### src/rtl/pic_pkg.sv
package pic_pkg;
  typedef enum logic [1:0] {
    ST_IDLE = 2'd0,
    ST_BASE = 2'd1,
    ST_CASC = 2'd2,
    ST_MODE = 2'd3
  } seq_e;

  localparam logic [2:0] CMD_EOI_ANY     = 3'd1;
  localparam logic [2:0] CMD_EOI_LVL     = 3'd3;
  localparam logic [2:0] CMD_ROT_EOI_ANY = 3'd5;
  localparam logic [2:0] CMD_ROT_EOI_LVL = 3'd7;
endpackage

### src/rtl/pic_init_fsm.sv
module pic_init_fsm
  import pic_pkg::*;
#(
  parameter int  N_IRQ     = 8,
  parameter bit  IS_MASTER = 1'b1
) (
  input  logic             clk,
  input  logic             rst_n,
  input  logic             open_wr,
  input  logic             cfg_wr,
  input  logic [N_IRQ-1:0] wdata,
  output logic             busy,
  output logic             trig_edge,
  output logic             cascade_en,
  output logic             need_w4,
  output logic [N_IRQ-1:0] vec_base,
  output logic [N_IRQ-1:0] casc_map,
  output logic             nested_en,
  output logic [1:0]       buf_mode,
  output logic             auto_eoi,
  output logic             cpu_mode
);
  localparam int LVL_W = $clog2(N_IRQ);

  seq_e state_q, state_d;
  logic             open_en, base_en, casc_en, mode_en;
  logic [N_IRQ-1:0] casc_d;

  always_comb begin
    state_d = state_q;
    if (open_wr) begin
      state_d = ST_BASE;
    end else if (cfg_wr) begin
      unique case (state_q)
        ST_BASE: state_d = cascade_en ? ST_CASC : ST_IDLE;
        ST_CASC: state_d = need_w4 ? ST_MODE : ST_IDLE;
        ST_MODE: state_d = ST_IDLE;
        default: state_d = ST_IDLE;
      endcase
    end
  end

  assign open_en = open_wr;
  assign base_en = cfg_wr && !open_wr && (state_q == ST_BASE);
  assign casc_en = (base_en && !cascade_en) ||
                   (cfg_wr && !open_wr && (state_q == ST_CASC));
  assign mode_en = cfg_wr && !open_wr && (state_q == ST_MODE);

  generate
    if (IS_MASTER) begin : g_master
      always_comb casc_d = (state_q == ST_CASC) ? wdata : '0;
    end else begin : g_slave
      always_comb begin
        casc_d = '0;
        if (state_q == ST_CASC) casc_d[LVL_W-1:0] = wdata[LVL_W-1:0];
      end
    end
  endgenerate

  always_ff @(posedge clk or negedge rst_n) begin
    if (!rst_n) state_q <= ST_IDLE;
    else        state_q <= state_d;
  end

  always_ff @(posedge clk or negedge rst_n) begin
    if (!rst_n) begin
      trig_edge  <= 1'b0;
      cascade_en <= 1'b0;
      need_w4    <= 1'b0;
    end else if (open_en) begin
      trig_edge  <= wdata[3];
      cascade_en <= !wdata[1];
      need_w4    <= wdata[0];
    end
  end

  always_ff @(posedge clk or negedge rst_n) begin
    if (!rst_n)       vec_base <= '0;
    else if (base_en) vec_base <= {wdata[N_IRQ-1:LVL_W], {LVL_W{1'b0}}};
  end

  always_ff @(posedge clk or negedge rst_n) begin
    if (!rst_n)       casc_map <= '0;
    else if (casc_en) casc_map <= casc_d;
  end

  always_ff @(posedge clk or negedge rst_n) begin
    if (!rst_n) begin
      nested_en <= 1'b0;
      buf_mode  <= 2'b00;
      auto_eoi  <= 1'b0;
      cpu_mode  <= 1'b0;
    end else if (mode_en) begin
      nested_en <= wdata[4];
      buf_mode  <= wdata[3:2];
      auto_eoi  <= wdata[1];
      cpu_mode  <= wdata[0];
    end
  end

  assign busy = (state_q != ST_IDLE);

  a_r3_single_skip: assert property (@(posedge clk) disable iff (!rst_n)
    (state_q == ST_BASE && cfg_wr && !open_wr && !cascade_en)
      |=> (state_q == ST_IDLE && casc_map == '0));
  a_r4_mode_skip: assert property (@(posedge clk) disable iff (!rst_n)
    (state_q == ST_CASC && cfg_wr && !open_wr && !need_w4) |=> (state_q == ST_IDLE));
  a_r5_mode_done: assert property (@(posedge clk) disable iff (!rst_n)
    (state_q == ST_MODE && cfg_wr && !open_wr) |=> (state_q == ST_IDLE));
endmodule

### src/rtl/pic_req_track.sv
module pic_req_track #(
  parameter int N_IRQ = 8
) (
  input  logic             clk,
  input  logic             rst_n,
  input  logic             trig_edge,
  input  logic             clr_all,
  input  logic [N_IRQ-1:0] lines,
  input  logic [N_IRQ-1:0] svc_set,
  output logic [N_IRQ-1:0] irr
);
  logic [N_IRQ-1:0] lines_q, irr_d, rise;
  logic             up_q;

  assign rise = lines & ~lines_q;

  always_comb begin
    if (clr_all)        irr_d = '0;
    else if (trig_edge) irr_d = (irr | rise) & ~svc_set;
    else                irr_d = lines;
  end

  always_ff @(posedge clk or negedge rst_n) begin
    if (!rst_n) begin
      lines_q <= '0;
      irr     <= '0;
      up_q    <= 1'b0;
    end else begin
      lines_q <= lines;
      irr     <= irr_d;
      up_q    <= 1'b1;
    end
  end

  a_r10_level_follow: assert property (@(posedge clk) disable iff (!rst_n)
    (up_q && !trig_edge && !$past(trig_edge) && !$past(clr_all)) |-> (irr == $past(lines)));
  a_r10_edge_hold: assert property (@(posedge clk) disable iff (!rst_n)
    (trig_edge && !clr_all) |=> ((irr & ~$past(svc_set)) == ($past(irr) & ~$past(svc_set)) ||
                                 ((irr & ~$past(irr)) != '0)));
endmodule

### src/rtl/pic_isr_ctrl.sv
module pic_isr_ctrl
  import pic_pkg::*;
#(
  parameter int N_IRQ = 8
) (
  input  logic             clk,
  input  logic             rst_n,
  input  logic             cmd_stb,
  input  logic [2:0]       cmd_code,
  input  logic [$clog2(N_IRQ)-1:0] cmd_lvl,
  input  logic [N_IRQ-1:0] svc_set,
  output logic [N_IRQ-1:0] isr
);
  logic [N_IRQ-1:0] low_one, clr_vec, isr_d;

  always_comb begin
    low_one = '0;
    for (int i = N_IRQ - 1; i >= 0; i--) begin
      if (isr[i]) begin
        low_one    = '0;
        low_one[i] = 1'b1;
      end
    end
  end

  always_comb begin
    clr_vec = '0;
    if (cmd_stb) begin
      unique case (cmd_code)
        CMD_EOI_LVL, CMD_ROT_EOI_LVL: clr_vec[cmd_lvl] = 1'b1;
        CMD_EOI_ANY, CMD_ROT_EOI_ANY: clr_vec = low_one;
        default:                      clr_vec = '0;
      endcase
    end
  end

  assign isr_d = (isr & ~clr_vec) | svc_set;

  always_ff @(posedge clk or negedge rst_n) begin
    if (!rst_n) isr <= '0;
    else        isr <= isr_d;
  end

  a_r9_specific_clear: assert property (@(posedge clk) disable iff (!rst_n)
    (cmd_stb && (cmd_code == CMD_EOI_LVL) && !svc_set[cmd_lvl]) |=> !isr[$past(cmd_lvl)]);
  a_r9_set_wins: assert property (@(posedge clk) disable iff (!rst_n)
    (svc_set != '0) |=> ((isr & $past(svc_set)) == $past(svc_set)));
endmodule

### src/rtl/pic_cmd_seq.sv
module pic_cmd_seq
  import pic_pkg::*;
#(
  parameter int N_IRQ     = 8,
  parameter bit IS_MASTER = 1'b1
) (
  input  logic             clk,
  input  logic             rst_n,
  input  logic             bus_addr,
  input  logic             bus_wr,
  input  logic             bus_rd,
  input  logic [N_IRQ-1:0] bus_wdata,
  output logic [N_IRQ-1:0] bus_rdata,
  input  logic [N_IRQ-1:0] irq_in,
  input  logic [N_IRQ-1:0] svc_set,
  output logic             int_out,
  output logic             init_busy,
  output logic             trig_edge,
  output logic             cascade_en,
  output logic             need_w4,
  output logic [N_IRQ-1:0] vec_base,
  output logic [N_IRQ-1:0] casc_map,
  output logic             nested_en,
  output logic [1:0]       buf_mode,
  output logic             auto_eoi,
  output logic             cpu_mode,
  output logic             ocw2_stb,
  output logic [2:0]       ocw2_cmd,
  output logic [$clog2(N_IRQ)-1:0] ocw2_lvl,
  output logic             smask_stb,
  output logic             smask_val
);
  localparam int LVL_W = $clog2(N_IRQ);

  logic             wr_open, wr_cmd, wr_sel, wr_cfg, wr_mask;
  logic [N_IRQ-1:0] imr, imr_d, irr, isr, rd_mux;
  logic             rd_irr_q, rd_irr_d;

  assign wr_open = bus_wr && !bus_addr && bus_wdata[4];
  assign wr_cmd  = bus_wr && !bus_addr && (bus_wdata[4:3] == 2'b00);
  assign wr_sel  = bus_wr && !bus_addr && (bus_wdata[4:3] == 2'b01);
  assign wr_cfg  = bus_wr && bus_addr && init_busy;
  assign wr_mask = bus_wr && bus_addr && !init_busy;

  pic_init_fsm #(.N_IRQ(N_IRQ), .IS_MASTER(IS_MASTER)) u_fsm (
    .clk(clk), .rst_n(rst_n), .open_wr(wr_open), .cfg_wr(wr_cfg), .wdata(bus_wdata),
    .busy(init_busy), .trig_edge(trig_edge), .cascade_en(cascade_en), .need_w4(need_w4),
    .vec_base(vec_base), .casc_map(casc_map), .nested_en(nested_en), .buf_mode(buf_mode),
    .auto_eoi(auto_eoi), .cpu_mode(cpu_mode)
  );

  pic_req_track #(.N_IRQ(N_IRQ)) u_req (
    .clk(clk), .rst_n(rst_n), .trig_edge(trig_edge), .clr_all(wr_open),
    .lines(irq_in), .svc_set(svc_set), .irr(irr)
  );

  pic_isr_ctrl #(.N_IRQ(N_IRQ)) u_isr (
    .clk(clk), .rst_n(rst_n), .cmd_stb(ocw2_stb), .cmd_code(ocw2_cmd),
    .cmd_lvl(ocw2_lvl), .svc_set(svc_set), .isr(isr)
  );

  always_comb begin
    imr_d = imr;
    if (wr_open)      imr_d = '0;
    else if (wr_mask) imr_d = bus_wdata;
  end

  always_comb begin
    rd_irr_d = rd_irr_q;
    if (wr_sel && bus_wdata[1]) rd_irr_d = bus_wdata[0];
  end

  always_ff @(posedge clk or negedge rst_n) begin
    if (!rst_n) begin
      imr      <= '0;
      rd_irr_q <= 1'b1;
    end else begin
      imr      <= imr_d;
      rd_irr_q <= rd_irr_d;
    end
  end

  always_ff @(posedge clk or negedge rst_n) begin
    if (!rst_n) begin
      ocw2_stb  <= 1'b0;
      smask_stb <= 1'b0;
    end else begin
      ocw2_stb  <= wr_cmd;
      smask_stb <= wr_sel && bus_wdata[7];
    end
  end

  always_ff @(posedge clk or negedge rst_n) begin
    if (!rst_n) begin
      ocw2_cmd <= '0;
      ocw2_lvl <= '0;
    end else if (wr_cmd) begin
      ocw2_cmd <= bus_wdata[7:5];
      ocw2_lvl <= bus_wdata[LVL_W-1:0];
    end
  end

  always_ff @(posedge clk or negedge rst_n) begin
    if (!rst_n)                        smask_val <= 1'b0;
    else if (wr_sel && bus_wdata[7])   smask_val <= bus_wdata[6];
  end

  assign rd_mux = bus_addr ? imr : (rd_irr_q ? irr : isr);

  always_ff @(posedge clk or negedge rst_n) begin
    if (!rst_n)      bus_rdata <= '0;
    else if (bus_rd) bus_rdata <= rd_mux;
  end

  assign int_out = |(irr & ~imr);

  a_r2_open_clears_mask: assert property (@(posedge clk) disable iff (!rst_n)
    wr_open |=> (imr == '0 && init_busy));
  a_r6_mask_load: assert property (@(posedge clk) disable iff (!rst_n)
    (bus_wr && bus_addr && !init_busy) |=> (imr == $past(bus_wdata)));
  a_r8_cmd_pulse: assert property (@(posedge clk) disable iff (!rst_n)
    (bus_wr && !bus_addr && bus_wdata[4:3] == 2'b00)
      |=> (ocw2_stb && ocw2_cmd == $past(bus_wdata[7:5])));
  a_r11_full_mask_quiet: assert property (@(posedge clk) disable iff (!rst_n)
    (imr == '1) |-> !int_out);
endmodule

### config.mk
export PLATFORM = sky130hd
export DESIGN_NAME = pic_cmd_seq
export DESIGN_NICKNAME = d
export VERILOG_FILES = /design/src/rtl/pic_pkg.sv /design/src/rtl/pic_init_fsm.sv /design/src/rtl/pic_req_track.sv /design/src/rtl/pic_isr_ctrl.sv /design/src/rtl/pic_cmd_seq.sv
export SDC_FILE = /design/constraint.sdc
export NUM_CORES = 1
export LEC_CHECK = 0
export BUFFER_PORTS_ARGS = -buffer_cell sky130_fd_sc_hd__buf_2
export CELL_PAD_IN_SITES_DETAIL_PLACEMENT = 1
export CELL_PAD_IN_SITES_GLOBAL_PLACEMENT = 2
export CORE_ASPECT_RATIO = 1.75
export CORE_MARGIN = 8
export CORE_UTILIZATION = 35
export CTS_BUF_LIST = sky130_fd_sc_hd__clkbuf_16
export DETAILED_ROUTE_END_ITERATION = 10
export GPL_TIMING_DRIVEN = 0
export PLACE_DENSITY = 0.8
export SLEW_MARGIN = 20
export SYNTH_ARGS = -nofsm -noshare
export SYNTH_HDL_FRONTEND = slang
export SYNTH_SLANG_ARGS = --single-unit
### constraint.sdc
create_clock -name clk -period 2.2 [get_ports clk]
set_input_delay 0.11 -clock clk [delete_from_list [all_inputs] [get_ports clk]]
set_output_delay 0.11 -clock clk [all_outputs]
set_load 0.01 [all_outputs]
==> impl_metrics.json <==
{
  "cts.sink_count": 73,
  "hold_path.class": "input pin to flip-flop",
  "finalCriticalPeriod_ns": 1.956,
  "clk_latency_ns": 0.33,
  "total_power_w": 0.004324,
  "final_cells": 490,
  "hold_ws_ns": 0.006304,
  "fp.dieH_um": 142.9,
  "area_growth_pct": 28.80,
  "drive_gt1_frac": 0.3162,
  "via_per_inst": 5.014,
  "synth_top_flop_cell": "dfrtp_1",
  "max_stage_delay_ns": 0.38,
  "crit_required_ns": 2.47,
  "slowest_stage": "dfrtp_1",
  "fp.dieW_um": 88.54,
  "r2r-start": "u_fsm.state_q[0]",
  "cts-resized-gates": 0,
  "drv_slew": 0,
  "fmax_mhz": 511.3,
  "post-route-drc-count": 0,
  "min_period_over_period": 0.8890,
  "synth_cells": 276,
  "synthTopCellsByArea": "dfrtp_1 56%, mux2_2 9.1%, a22o_1 4.6%, nand2_1 3.1%, mux2i_1 2.5%",
  "tightest_slew_ns": 0.5904,
  "totalWireLength_um": 9263,
  "yosysWarnings": 0,
  "ys_types": 46,
  "finalHoldViolations": 0,
  "yosysMostFrequentCell": "dfrtp_1",
  "critPathMostFrequentCell": "clkbuf_1",
  "firstDrtPassIters": 4,
  "synth-edff-count": 0,
  "cts_tree": "built",
  "rsz0062_at_grt": "false",
  "status": "completed",
  "root_buffer": "clkbuf_16",
  "synth_area_per_cell_um2": 11.68,
  "worstRegToRegCells": 7,
  "hold_depth": 2,
  "maxCapViolCount": 0,
  "grt_usage": 0.1608,
  "start_util": 0.3567,
  "htreeDepth": 3,
  "r2r_end": "u_fsm.casc_map[7]",
  "dieArea_mm2": 0.01266,
  "netlist_top_cells_count": "72 x dfrtp_1, 27 x nand2_1, 26 x mux2_2",
  "synth_area_mm2": 0.003223,
  "wl_per_cell_um": 18.90,
  "ioPinCount": 72,
  "p_per_area_mw_per_mm2": 1042,
  "seq_area_frac_synth": 0.5672,
  "critPathArrivalTime_ns": 2.22,
  "p_leak_nw": 1.948,
  "grt_overflow": 0,
  "finClkSkew_ns": 0.005861,
  "grt_pass1_wl_um": 15060,
  "nNetsFinal": 398,
  "antenna_found_initial": 0,
  "core_mm2": 0.009036,
  "dp_cells": 465,
  "ys_seq_elements": 73,
  "critPathLaunchType": "flip-flop",
  "drt_iter0_drc": 127,
  "ys_async_sr_fraction": 1.000,
  "ir_drop_uv": 571.4,
  "grt_max_degree": 52,
  "fin_util": 0.4594,
  "r2r_slack_ns": 0.24,
  "hp-start": "svc_set[3]",
  "critPathKind": "flip-flop to flip-flop",
  "hold_end": "u_isr.isr[3]",
  "ant_nets": 0,
  "place_congestion": 0.8251,
  "path_cells": "inv_1, ha_1, and3b_1, clkbuf_1, and2_1, clkbuf_1, a22o_1",
  "final-setup-viol-count": 0,
  "clk_pin_slew_ns": 0.06,
  "synth_top_area_share": 0.5590,
  "finalSetupTns_ns": 0,
  "n_antenna_cell": 0,
  "portBuffers": 66,
  "crit_path_end_kind": "flip-flop",
  "num_rows": 46,
  "synth_largest_area_cell": "dfrtp_1",
  "grt_pass1_vias": 2866,
  "cts_buffer_depth": 2,
  "hpwl_um": 6966,
  "crit_path_max_fanout": 8,
  "slew_headroom": 0.6038,
  "cts_made_buffers": 9,
  "vias": 2457
}
==> per-layer routing <==
metal / GRT usage / up-vias / routed length, um
li1: - / 1149 / -
met1: 0.1702 / 1225 / 3564
met2: 0.2823 / 59 / 5053
met3: 0.03339 / 24 / 301
met4: 0.09238 / 0 / 344
met5: 0 / - / 0
==> cells by family after synthesis <==
| kind of cell | Yosys count | share of synthesized area |
|---|---|---|
| AND/OR/NAND/NOR | 73 | 0.1285 |
| buffers and inverters | 27 | 0.03532 |
| multiplexers | 34 | 0.1157 |
| other | 1 | 0.001163 |
| adder cells (fa/ha/maj) | 4 | 0.01553 |
| AO/OA/AOI/OAI | 64 | 0.1367 |
| flip-flops | 73 | 0.5672 |
==> area by class of cell <==
type,instances,area [um^2]
multi-input combinational,178,1289
clock inverter,7,95.09
timing repair buffer,76,450.4
inverter,12,45.04
tap,120,150.1
buffer,15,68.82
sequential,73,1828
clock buffer,9,225.2
fill,1036,4885
==> critical path, delay by kind of cell, from the launching register on <==
| family | cells | cell delay [ns] |
|---|---|---|
| AND/OR/NAND/NOR | 2 | 0.39 |
| flip-flops | 1 | 0.38 |
| adder cells (fa/ha/maj) | 1 | 0.24 |
| AO/OA/AOI/OAI | 1 | 0.21 |
| buffers and inverters | 3 | 0.68 |
==> layout by cell type (no fill, tap or decap), drive strengths merged, types with 2 or more instances in the layout <==
master	instances
a21o	7
a21oi	10
a22o	17
and2	2
and3b	2
buf	72
bufinv	2
clkbuf	19
clkinv	4
conb	3
dfrtp	72
dlygate4sd3	9
ha	4
inv	12
mux2	26
mux2i	8
nand2	27
nand2b	12
nand3	3
nand3b	3
nor2	9
nor4b	2
o21ai	13
o22ai	6
o31ai	4
or3	2
or4	2
==> registers in the layout, indices dropped and copies added, names as in the netlist, 2 cells and up <==
signal / cells
bus_rdata: 8
imr: 8
u_fsm.casc_map: 8
u_isr.isr: 8
u_req.irr: 8
u_req.lines_q: 8
u_fsm.vec_base: 5
ocw2_cmd: 3
ocw2_lvl: 3
u_fsm.buf_mode: 2
u_fsm.state_q: 2
==> through the flow <==
step	setup WS, ns	area, um^2
2_1_floorplan	0.5426	3231
3_3_place_gp	0.2812	3711
3_5_place_dp	0.2448	3741
4_1_cts	0.2120	4151
5_1_grt	0.04103	4151
6_report	0.2441	4151
==> worst max-delay path by stage <==
stage / cells after the start / to / startpoint / slack (ns)
finish: 7 / u_fsm.casc_map[7] / u_fsm.state_q[0] / 0.24
global route: 7 / u_fsm.casc_map[7] / u_fsm.state_q[0] / 0.04
CTS: 7 / u_fsm.casc_map[6] / u_fsm.state_q[0] / 0.21
detailed placement: 7 / u_fsm.casc_map[6] / u_fsm.state_q[0] / 0.24
global placement: 7 / u_fsm.casc_map[4] / u_fsm.state_q[0] / 0.28
floorplan: 3 / u_isr.isr[4] / ocw2_cmd[1] / 0.54
==> power by group <==
group          switching [W]  leakage [nW]  internal, W
sequential          0.000205         0.881      0.00161
combinational       0.000486         0.911     0.000467
clock               0.000560         0.155     0.000991
==> what timing repair did <==
action / CTS / global route
hold buffers: 9 / 0
endpoints found under the hold margin: 30 / 0
buffers inserted: 0 / 0
setup endpoints to repair: 0 / 0
Note: power is estimated with default switching activity, not from simulation.
